File: src/rtl/rxwb_pkg.sv
package rxwb_pkg;

    localparam int SIZE_W     = 16;
    localparam int DESC_BYTES = 32;
    localparam int OFS_BUF    = 0;
    localparam int OFS_CTL    = 4;
    localparam int OFS_AUX    = 8;
    localparam int OWN_BIT    = 31;
    localparam int EOR_BIT    = 30;

    typedef enum logic [2:0] {
        ST_IDLE,
        ST_FETCH_CTL,
        ST_FETCH_PTR,
        ST_STREAM,
        ST_DISCARD,
        ST_WB_AUX,
        ST_WB_CTL,
        ST_WB_OWN
    } rxwb_state_e;

    typedef struct packed {
        logic [2:0] port;
        logic [3:0] proto;
        logic       l4_fail;
        logic       ip_fail;
        logic       crc_err;
    } rx_status_t;

    // control word: own | eor | first | last | 6'b0 | proto | ip | l4 | length
    function automatic logic [31:0] ctl_word(input logic [SIZE_W-1:0] len,
                                             input rx_status_t st,
                                             input logic eor,
                                             input logic own);
        return {own, eor, 1'b1, 1'b1, 6'b0, st.proto, st.ip_fail, st.l4_fail, len};
    endfunction

    // auxiliary word: crc error at bit 11, port at bits 10:8
    function automatic logic [31:0] aux_word(input rx_status_t st, input logic crc);
        return {20'b0, crc, st.port, 8'b0};
    endfunction

endpackage

File: src/rtl/rxwb_ring_ptr.sv
module rxwb_ring_ptr #(
    parameter int ADDR_W = 32,
    parameter int STEP   = 32
) (
    input  logic              clk,
    input  logic              rst,
    input  logic [ADDR_W-1:0] base_i,
    input  logic              advance_i,
    input  logic              wrap_i,
    output logic [ADDR_W-1:0] ptr_o
);
    localparam logic [ADDR_W-1:0] STEP_A = ADDR_W'(STEP);

    logic [ADDR_W-1:0] ptr_q;

    always_ff @(posedge clk) begin
        if (rst)            ptr_q <= base_i;
        else if (advance_i) ptr_q <= wrap_i ? base_i : ptr_q + STEP_A;
    end

    assign ptr_o = ptr_q;

    // a step either wraps to the base or moves one descriptor on
    p_ptr_step_r9: assert property (@(posedge clk) disable iff (rst)
        advance_i |=> (ptr_q == $past(base_i) || ptr_q == $past(ptr_q) + STEP_A));

endmodule

File: src/rtl/rxwb_packer.sv
module rxwb_packer #(
    parameter int ADDR_W  = 32,
    parameter int LEN_W   = 16,
    parameter int MAX_LEN = 9500
) (
    input  logic              clk,
    input  logic              rst,
    input  logic              start_i,
    input  logic [LEN_W-1:0]  limit_i,
    input  logic [ADDR_W-1:0] buf_i,
    input  logic              byte_vld_i,
    input  logic [7:0]        byte_i,
    input  logic              eof_i,
    output logic              wr_o,
    output logic [ADDR_W-1:0] wr_addr_o,
    output logic [31:0]       wr_data_o,
    output logic [3:0]        wr_be_o,
    output logic [LEN_W-1:0]  len_o,
    output logic              trunc_o
);
    localparam logic [LEN_W-1:0] CAP = LEN_W'(MAX_LEN);

    logic [LEN_W-1:0] cnt_q, lim_q;
    logic [31:0]      held_q, merged;
    logic [3:0]       hbe_q, lane_be;
    logic             trunc_q, store;
    logic [1:0]       lane;

    always_comb begin
        store   = byte_vld_i && (cnt_q < lim_q);
        lane    = cnt_q[1:0];
        lane_be = 4'b0001 << lane;
        merged  = held_q;
        merged[8*lane +: 8] = byte_i;
    end

    assign wr_o      = byte_vld_i && ((store && (lane == 2'd3 || eof_i)) ||
                                      (!store && eof_i && (|hbe_q)));
    assign wr_be_o   = hbe_q | (store ? lane_be : 4'b0000);
    assign wr_data_o = store ? merged : held_q;
    assign wr_addr_o = buf_i + ADDR_W'({cnt_q[LEN_W-1:2], 2'b00});
    assign len_o     = cnt_q;
    assign trunc_o   = trunc_q;

    always_ff @(posedge clk) begin
        if (rst || start_i) begin
            cnt_q   <= '0;
            held_q  <= '0;
            hbe_q   <= '0;
            trunc_q <= 1'b0;
            lim_q   <= rst ? '0 : ((limit_i > CAP) ? CAP : limit_i);
        end else if (byte_vld_i) begin
            if (store) cnt_q <= cnt_q + 1'b1;
            else       trunc_q <= 1'b1;
            if (wr_o) begin
                held_q <= '0;
                hbe_q  <= '0;
            end else if (store) begin
                held_q <= merged;
                hbe_q  <= hbe_q | lane_be;
            end
        end
    end

    // the stored count never passes the limit
    p_len_bound_r4: assert property (@(posedge clk) disable iff (rst) cnt_q <= lim_q);
    // a full word is always written out, never held
    p_no_full_hold_r3: assert property (@(posedge clk) disable iff (rst) !(&hbe_q));

endmodule

File: src/rtl/rx_desc_writeback.sv
module rx_desc_writeback
    import rxwb_pkg::*;
#(
    parameter int ADDR_W    = 32,
    parameter int MAX_FRAME = 9500,
    parameter int DROP_W    = 16
) (
    input  logic              clk,
    input  logic              rst,
    input  logic              suspend_i,
    input  logic [ADDR_W-1:0] ring_base_i,
    output logic [ADDR_W-1:0] desc_ptr_o,
    input  logic              rx_valid_i,
    output logic              rx_ready_o,
    input  logic              rx_sof_i,
    input  logic              rx_eof_i,
    input  logic [7:0]        rx_data_i,
    input  logic [2:0]        rx_port_i,
    input  logic [3:0]        rx_proto_i,
    input  logic              rx_l4_fail_i,
    input  logic              rx_ip_fail_i,
    input  logic              rx_crc_err_i,
    output logic              mem_req_o,
    output logic              mem_we_o,
    output logic [ADDR_W-1:0] mem_addr_o,
    output logic [3:0]        mem_be_o,
    output logic [31:0]       mem_wdata_o,
    input  logic [31:0]       mem_rdata_i,
    output logic              irq_o,
    output logic [DROP_W-1:0] drop_count_o
);
    localparam logic [ADDR_W-1:0] A_BUF = ADDR_W'(OFS_BUF);
    localparam logic [ADDR_W-1:0] A_CTL = ADDR_W'(OFS_CTL);
    localparam logic [ADDR_W-1:0] A_AUX = ADDR_W'(OFS_AUX);

    rxwb_state_e       state_q;
    rx_status_t        st_q, st_in;
    logic              eor_q, irq_q, start_frame, accept, sw_owned;
    logic [ADDR_W-1:0] buf_q, ptr;
    logic [DROP_W-1:0] drop_q;

    logic              pk_wr, pk_trunc;
    logic [ADDR_W-1:0] pk_addr;
    logic [31:0]       pk_data;
    logic [3:0]        pk_be;
    logic [SIZE_W-1:0] pk_len;

    assign st_in       = '{port: rx_port_i, proto: rx_proto_i, l4_fail: rx_l4_fail_i,
                           ip_fail: rx_ip_fail_i, crc_err: rx_crc_err_i};
    assign rx_ready_o  = (state_q == ST_STREAM) || (state_q == ST_DISCARD);
    assign accept      = rx_valid_i && rx_ready_o;
    assign start_frame = (state_q == ST_IDLE) && rx_valid_i && rx_sof_i && !suspend_i;
    assign sw_owned    = mem_rdata_i[OWN_BIT];

    rxwb_ring_ptr #(.ADDR_W(ADDR_W), .STEP(DESC_BYTES)) u_ptr (
        .clk       (clk),
        .rst       (rst),
        .base_i    (ring_base_i),
        .advance_i (state_q == ST_WB_OWN),
        .wrap_i    (eor_q),
        .ptr_o     (ptr)
    );

    rxwb_packer #(.ADDR_W(ADDR_W), .LEN_W(SIZE_W), .MAX_LEN(MAX_FRAME)) u_pack (
        .clk        (clk),
        .rst        (rst),
        .start_i    (state_q == ST_FETCH_CTL),
        .limit_i    (mem_rdata_i[SIZE_W-1:0]),
        .buf_i      (buf_q),
        .byte_vld_i (accept && state_q == ST_STREAM),
        .byte_i     (rx_data_i),
        .eof_i      (rx_eof_i),
        .wr_o       (pk_wr),
        .wr_addr_o  (pk_addr),
        .wr_data_o  (pk_data),
        .wr_be_o    (pk_be),
        .len_o      (pk_len),
        .trunc_o    (pk_trunc)
    );

    always_comb begin
        mem_req_o   = 1'b0;
        mem_we_o    = 1'b0;
        mem_addr_o  = ptr;
        mem_be_o    = 4'b1111;
        mem_wdata_o = '0;
        unique case (state_q)
            ST_IDLE: begin
                mem_req_o  = start_frame;
                mem_addr_o = ptr + A_CTL;
            end
            ST_FETCH_CTL: begin
                mem_req_o  = !sw_owned;
                mem_addr_o = ptr + A_BUF;
            end
            ST_STREAM: begin
                mem_req_o   = pk_wr;
                mem_we_o    = 1'b1;
                mem_addr_o  = pk_addr;
                mem_be_o    = pk_be;
                mem_wdata_o = pk_data;
            end
            ST_WB_AUX: begin
                mem_req_o   = 1'b1;
                mem_we_o    = 1'b1;
                mem_addr_o  = ptr + A_AUX;
                mem_wdata_o = aux_word(st_q, st_q.crc_err | pk_trunc);
            end
            ST_WB_CTL: begin
                mem_req_o   = 1'b1;
                mem_we_o    = 1'b1;
                mem_addr_o  = ptr + A_CTL;
                mem_wdata_o = ctl_word(pk_len, st_q, eor_q, 1'b0);
            end
            ST_WB_OWN: begin
                mem_req_o   = 1'b1;
                mem_we_o    = 1'b1;
                mem_addr_o  = ptr + A_CTL;
                mem_be_o    = 4'b1000;
                mem_wdata_o = ctl_word(pk_len, st_q, eor_q, 1'b1);
            end
            default: ;
        endcase
    end

    always_ff @(posedge clk) begin
        if (rst) begin
            state_q <= ST_IDLE;
            st_q    <= '0;
            eor_q   <= 1'b0;
            buf_q   <= '0;
            drop_q  <= '0;
            irq_q   <= 1'b0;
        end else begin
            irq_q <= (state_q == ST_WB_OWN);
            unique case (state_q)
                ST_IDLE:      if (start_frame) state_q <= ST_FETCH_CTL;
                ST_FETCH_CTL: begin
                    eor_q <= mem_rdata_i[EOR_BIT];
                    if (sw_owned) begin
                        drop_q  <= drop_q + 1'b1;
                        state_q <= ST_DISCARD;
                    end else begin
                        state_q <= ST_FETCH_PTR;
                    end
                end
                ST_FETCH_PTR: begin
                    buf_q   <= mem_rdata_i[ADDR_W-1:0];
                    state_q <= ST_STREAM;
                end
                ST_STREAM: if (accept && rx_eof_i) begin
                    st_q    <= st_in;
                    state_q <= ST_WB_AUX;
                end
                ST_DISCARD: if (accept && rx_eof_i) state_q <= ST_IDLE;
                ST_WB_AUX:  state_q <= ST_WB_CTL;
                ST_WB_CTL:  state_q <= ST_WB_OWN;
                ST_WB_OWN:  state_q <= ST_IDLE;
                default:    state_q <= ST_IDLE;
            endcase
        end
    end

    assign desc_ptr_o   = ptr;
    assign irq_o        = irq_q;
    assign drop_count_o = drop_q;

    // interrupt only right after a top-byte ownership write
    p_irq_after_own_r8: assert property (@(posedge clk) disable iff (rst)
        irq_o |-> $past(mem_req_o && mem_we_o && mem_be_o == 4'b1000));
    // ownership write follows a full write of the same word with owner clear
    p_own_last_r7: assert property (@(posedge clk) disable iff (rst)
        (mem_req_o && mem_we_o && mem_be_o == 4'b1000) |->
        $past(mem_req_o && mem_we_o && mem_be_o == 4'b1111 && !mem_wdata_o[OWN_BIT])
        && mem_addr_o == $past(mem_addr_o));
    // nothing reaches memory while held in idle by suspend
    p_no_fetch_suspended_r11: assert property (@(posedge clk) disable iff (rst)
        (state_q == ST_IDLE && suspend_i) |-> !mem_req_o);
    // a dropped frame touches no memory
    p_discard_silent_r10: assert property (@(posedge clk) disable iff (rst)
        (state_q == ST_DISCARD) |-> !mem_req_o);
    // the drop count moves by one at a time
    p_drop_step_r10: assert property (@(posedge clk) disable iff (rst)
        (drop_q != $past(drop_q)) |-> (drop_q == $past(drop_q) + 1'b1));
    // no reads while bytes are being taken
    p_ready_noread_r3: assert property (@(posedge clk) disable iff (rst)
        rx_ready_o |-> !(mem_req_o && !mem_we_o));

endmodule

File: config.mk
export PLATFORM = sky130hd
export DESIGN_NAME = rx_desc_writeback
export DESIGN_NICKNAME = d
export VERILOG_FILES = /design/src/rtl/rxwb_pkg.sv /design/src/rtl/rxwb_ring_ptr.sv /design/src/rtl/rxwb_packer.sv /design/src/rtl/rx_desc_writeback.sv
export SDC_FILE = /design/constraint.sdc
export NUM_CORES = 1
export LEC_CHECK = 0
export ABC_AREA = 0
export BUFFER_PORTS_ARGS = -buffer_cell sky130_fd_sc_hd__buf_2
export CORE_MARGIN = 3
export CORE_UTILIZATION = 30
export CTS_BUF_LIST = sky130_fd_sc_hd__clkbuf_16
export DETAILED_ROUTE_END_ITERATION = 6
export PLACE_DENSITY_LB_ADDON = 0.25
export SLEW_MARGIN = 20
export SYNTH_ARGS = -nofsm -noshare
export SYNTH_HDL_FRONTEND = slang
export SYNTH_SLANG_ARGS = --single-unit
File: constraint.sdc
create_clock -name clk -period 5.1 [get_ports clk]
set_input_delay 0.51 -clock clk [delete_from_list [all_inputs] [get_ports clk]]
set_output_delay 0.51 -clock clk [all_outputs]
set_load 0.005 [all_outputs]
==> impl_summary.log <==
[metrics] Max H-tree Level: 4
[metrics] Seq/Total Area, Yosys: 0.363
[metrics] half-perimeter wire length of the detailed placement result: 28700 um
[metrics] number of antenna violations at the first check in global routing: 0
[metrics] peak clock frequency supported by timing: 241 MHz
[metrics] leading area contributor after synthesis: sky130_fd_sc_hd__dfxtp_1
[metrics] crit path capture: mem_addr_o[5]
[metrics] clock latency reported for the late side of the worst-skew pair: 0.45 ns
[metrics] slack of the worst reg-to-reg path: 1.63 ns
[metrics] worst setup path class: reg2out
[metrics] CP Launch Point: state_q[0]
[metrics] cells on worst reg2reg path: 7
[metrics] Register Area: 0.00376 sq mm
[metrics] Via-to-Cell Ratio: 5.48
[metrics] largest net degree at the start of global routing: 68
[metrics] FF-to-FF Start: state_q[0]
[metrics] delay of the slowest cell on the worst path: 0.81 ns
[metrics] Clock Sink Count: 164
[metrics] count of flip-flops with a built-in enable after synthesis: 48
[metrics] Synth async-reset ratio: 0
[metrics] nature of the critical path endpoint: primary output
[metrics] number of warning messages in the yosys log: 0
[metrics] Max-cap violations: 0
[metrics] overall die area: 0.0369 sq mm
[metrics] Synth cell types: 73
[metrics] cts-stage hold buffer count: 0
[metrics] met2 capacity usage during global routing: 0.322
[metrics] first-pass GRT wire length: 58100 um
[metrics] final worst path period share: 0.813
[metrics] CTS max path bufs: 2
[metrics] final count of hold timing violations: 0
[metrics] routing layer with the top usage in global route: met2
[metrics] number of buffers inserted during clock tree synthesis: 17
[metrics] area of the placeable core: 0.0338 sq mm
[metrics] Final Routed Wirelength: 38400 um
[metrics] Arrival @ worst endpoint: 3.64 ns
[metrics] average wire per cell in the routed design: 20.0 um
[metrics] final setup violation count: 0
[metrics] multi-input combinational cell area: 0.00617 sq mm
[metrics] routed vias: 10500
[metrics] via count of the first global-routing pass: 9732
[metrics] setup tns final: 0 ns
[metrics] Antenna Nets Post-Route: 0
[metrics] minimum clock period: 4.15 ns
[metrics] mean cell area of the mapped netlist: 7.96 sq um
[metrics] clock tree from TritonCTS: yes
[metrics] primary flip-flop cell chosen by synthesis mapping: sky130_fd_sc_hd__dfxtp_1
[metrics] # DRC: 0
[metrics] final layout net count: 1593
[metrics] critical-path cell list: clkinv_1 > nor2_1 > nand2_1 > buf_4 > o21ai_0 > buf_2
[metrics] nature of the critical path startpoint: flop
[metrics] number of inserted filler cells in the final layout: 3612
[metrics] routability congestion estimate: 0.940
[metrics] proportion of layout cells with a drive suffix above 1: 0.186
[metrics] most common library cell in the layout ignoring fill and taps: sky130_fd_sc_hd__nand2_1
[metrics] WP data required: 4.59 ns
[metrics] power density over the cells: 255 mW/mm^2
[metrics] postcts setup bufs: 0
[metrics] Synth area leaders: sky130_fd_sc_hd__dfxtp_1 (22%), sky130_fd_sc_hd__edfxtp_1 (14%), sky130_fd_sc_hd__nand2_1 (7.7%)
[metrics] worst slew slack as a fraction of its limit: 0.327
[metrics] max-slew violation count: 0
[metrics] transition at the pin with the smallest max-transition slack: 1.00 ns
[metrics] initial standard-cell utilization of the core: 0.307
[metrics] IR Drop Worst-Case VDD: 0.000244 V
[metrics] outcome: finished clean
[metrics] cells after synthesis: 1304
[metrics] layout-stage area growth over the synthesis result: 18.8%
[metrics] post-route total power: 3150 uW
[metrics] Yosys top cell area share: 0.224
[metrics] flip-flop and latch count after synthesis: 164
[metrics] GR Layer Usage met1: 0.280
[metrics] CP max-delay cell: sky130_fd_sc_hd__dfxtp_1
[metrics] fraction of met3 tracks used by global routing: 0.0405
[metrics] number of placement rows: 67
[metrics] initial detailed-routing violation count: 940
[metrics] end of the worst register-to-register path: st_q[8]
[metrics] number of top-level design ports: 208
[metrics] worst-path maximum fanout: 34
[metrics] largest clock skew in the final design: 0.0124 ns
[metrics] commonest non-fill, non-tap cells in the layout: sky130_fd_sc_hd__nand2_1 (212), sky130_fd_sc_hd__buf_2 (207), sky130_fd_sc_hd__dfxtp_1 (116)
[metrics] Die W: 192 um
[metrics] total routing resource utilization after global routing: 0.204
[metrics] CTS clk-pin slew, worst paths: 0.08 ns
[metrics] count of buffers inserted at the top-level ports: 207
[metrics] unrepaired setup endpoints after global routing: false
[metrics] Hold Crit Class: in2reg
[metrics] aggregate global routing overflow: 0
[metrics] antenna cell count: 0
[metrics] number of gates resized after cts: 0
[metrics] netlist area before placement: 0.0104 sq mm
[metrics] DR pass1 iterations: 5
[metrics] leakage power of the design: 0.00486 uW
[metrics] die outline height: 192 um
[metrics] root cell of the clock tree: sky130_fd_sc_hd__clkbuf_16
## critical path, delay by kind of cell, from the launching register on
kind | cells | cell delay, ns
buffers and inverters | 3 | 1.13
DFF | 1 | 0.81
and+or+nand+nor | 2 | 0.68
AOI/OAI and AO/OA | 1 | 0.57
## cell type report
cell class / instances / share of cell area
Clock buffer: 17 / 0.0345
Sequential cell: 164 / 0.305
Clock inverter: 15 / 0.0128
Timing Repair Buffer: 216 / 0.0895
Tap cell: 448 / 0.0455
Multi-Input combinational cell: 1025 / 0.501
Inverter: 39 / 0.0119
## cells by family (layout without fill, tap and decap cells)
family,count (synthesis),in the layout,synth area share
buffers and inverters,116,287,0.0440
flip-flops,164,164,0.363
multiplexers,4,4,0.00398
AO/OA/AOI/OAI,354,354,0.221
adder cells (fa/ha/maj),46,46,0.0552
other,1,2,0.000361
AND/OR/NAND/NOR,539,539,0.245
XOR/XNOR,80,80,0.0675
## metrics by stage
| stage | area, sq um | cells | util | worst slack [ns] | hold WS (ns) |
|---|---|---|---|---|---|
| final | 12300 | 1924 | 0.365 | 0.953 | 0.296 |
| after floorplan | 10400 | 1305 | - | 2.28 | 0.427 |
| after detailed placement | 11700 | 1892 | 0.348 | 1.50 | 0.446 |
| after CTS | 12300 | 1924 | 0.365 | 0.991 | 0.278 |
| after global routing | 12300 | 1924 | 0.365 | 0.681 | 0.292 |
| after global placement | 11700 | 1892 | 0.348 | 1.56 | 0.447 |
## metal layers
| metal | vias to the layer above | routed length [um] |
|---|---|---|
| met2 | 399 | 17700 |
| met3 | 49 | 2540 |
| li1 | 5001 | - |
| met1 | 5090 | 17300 |
| met5 | - | 0 |
| met4 | 0 | 823 |
## worst min path at each step
| stage | to | cells past startpoint | slack (ns) | from |
|---|---|---|---|---|
| after floorplan | u_pack.hbe_q[3] | 2 | 0.43 | u_pack.hbe_q[3] |
| after global placement | u_pack.hbe_q[3] | 2 | 0.45 | u_pack.hbe_q[3] |
| after detailed placement | u_pack.hbe_q[3] | 2 | 0.45 | u_pack.hbe_q[3] |
| after CTS | buf_q[23] | 3 | 0.28 | mem_rdata_i[23] |
| after global routing | st_q[6] | 3 | 0.29 | rx_proto_i[3] |
| final | buf_q[23] | 3 | 0.30 | mem_rdata_i[23] |
## state kept, by name (all words and copies together), names as in the netlist
signal and flops:
eor_q 1, drop_count_o 16, u_ptr.ptr_o 32, irq_o 1, u_pack.held_q 32, st_q 10, u_pack.lim_q 16, u_pack.trunc_o 1
u_pack.len_o 16, buf_q 32, u_pack.hbe_q 4, state_q 3
## power by group
part           internal, uW  switching (uW)
Sequential             1380            54.9
Combinational           140             229
Clock                   726             615
Total                  2250             899
## synth_stat cells (7+ instances only)
cell,n
sky130_fd_sc_hd__xnor2_1,31
sky130_fd_sc_hd__clkbuf_1,57
sky130_fd_sc_hd__o2111ai_1,8
sky130_fd_sc_hd__and3_1,23
sky130_fd_sc_hd__a22o_1,33
sky130_fd_sc_hd__edfxtp_1,48
sky130_fd_sc_hd__o221ai_1,13
sky130_fd_sc_hd__a21o_1,14
sky130_fd_sc_hd__dfxtp_1,116
sky130_fd_sc_hd__and2_1,26
sky130_fd_sc_hd__nor2b_1,7
sky130_fd_sc_hd__o22ai_1,7
sky130_fd_sc_hd__xor2_1,49
sky130_fd_sc_hd__a21oi_1,116
sky130_fd_sc_hd__nand2_1,212
sky130_fd_sc_hd__buf_1,13
sky130_fd_sc_hd__nand3_1,107
sky130_fd_sc_hd__ha_1,41
sky130_fd_sc_hd__nor2_1,83
sky130_fd_sc_hd__nor3_1,16
sky130_fd_sc_hd__o21a_1,9
sky130_fd_sc_hd__o21ai_0,84
sky130_fd_sc_hd__o211ai_1,8
sky130_fd_sc_hd__inv_1,37
sky130_fd_sc_hd__nand4_1,23
sky130_fd_sc_hd__a211oi_1,7
Power figures use the tool's default switching activity.
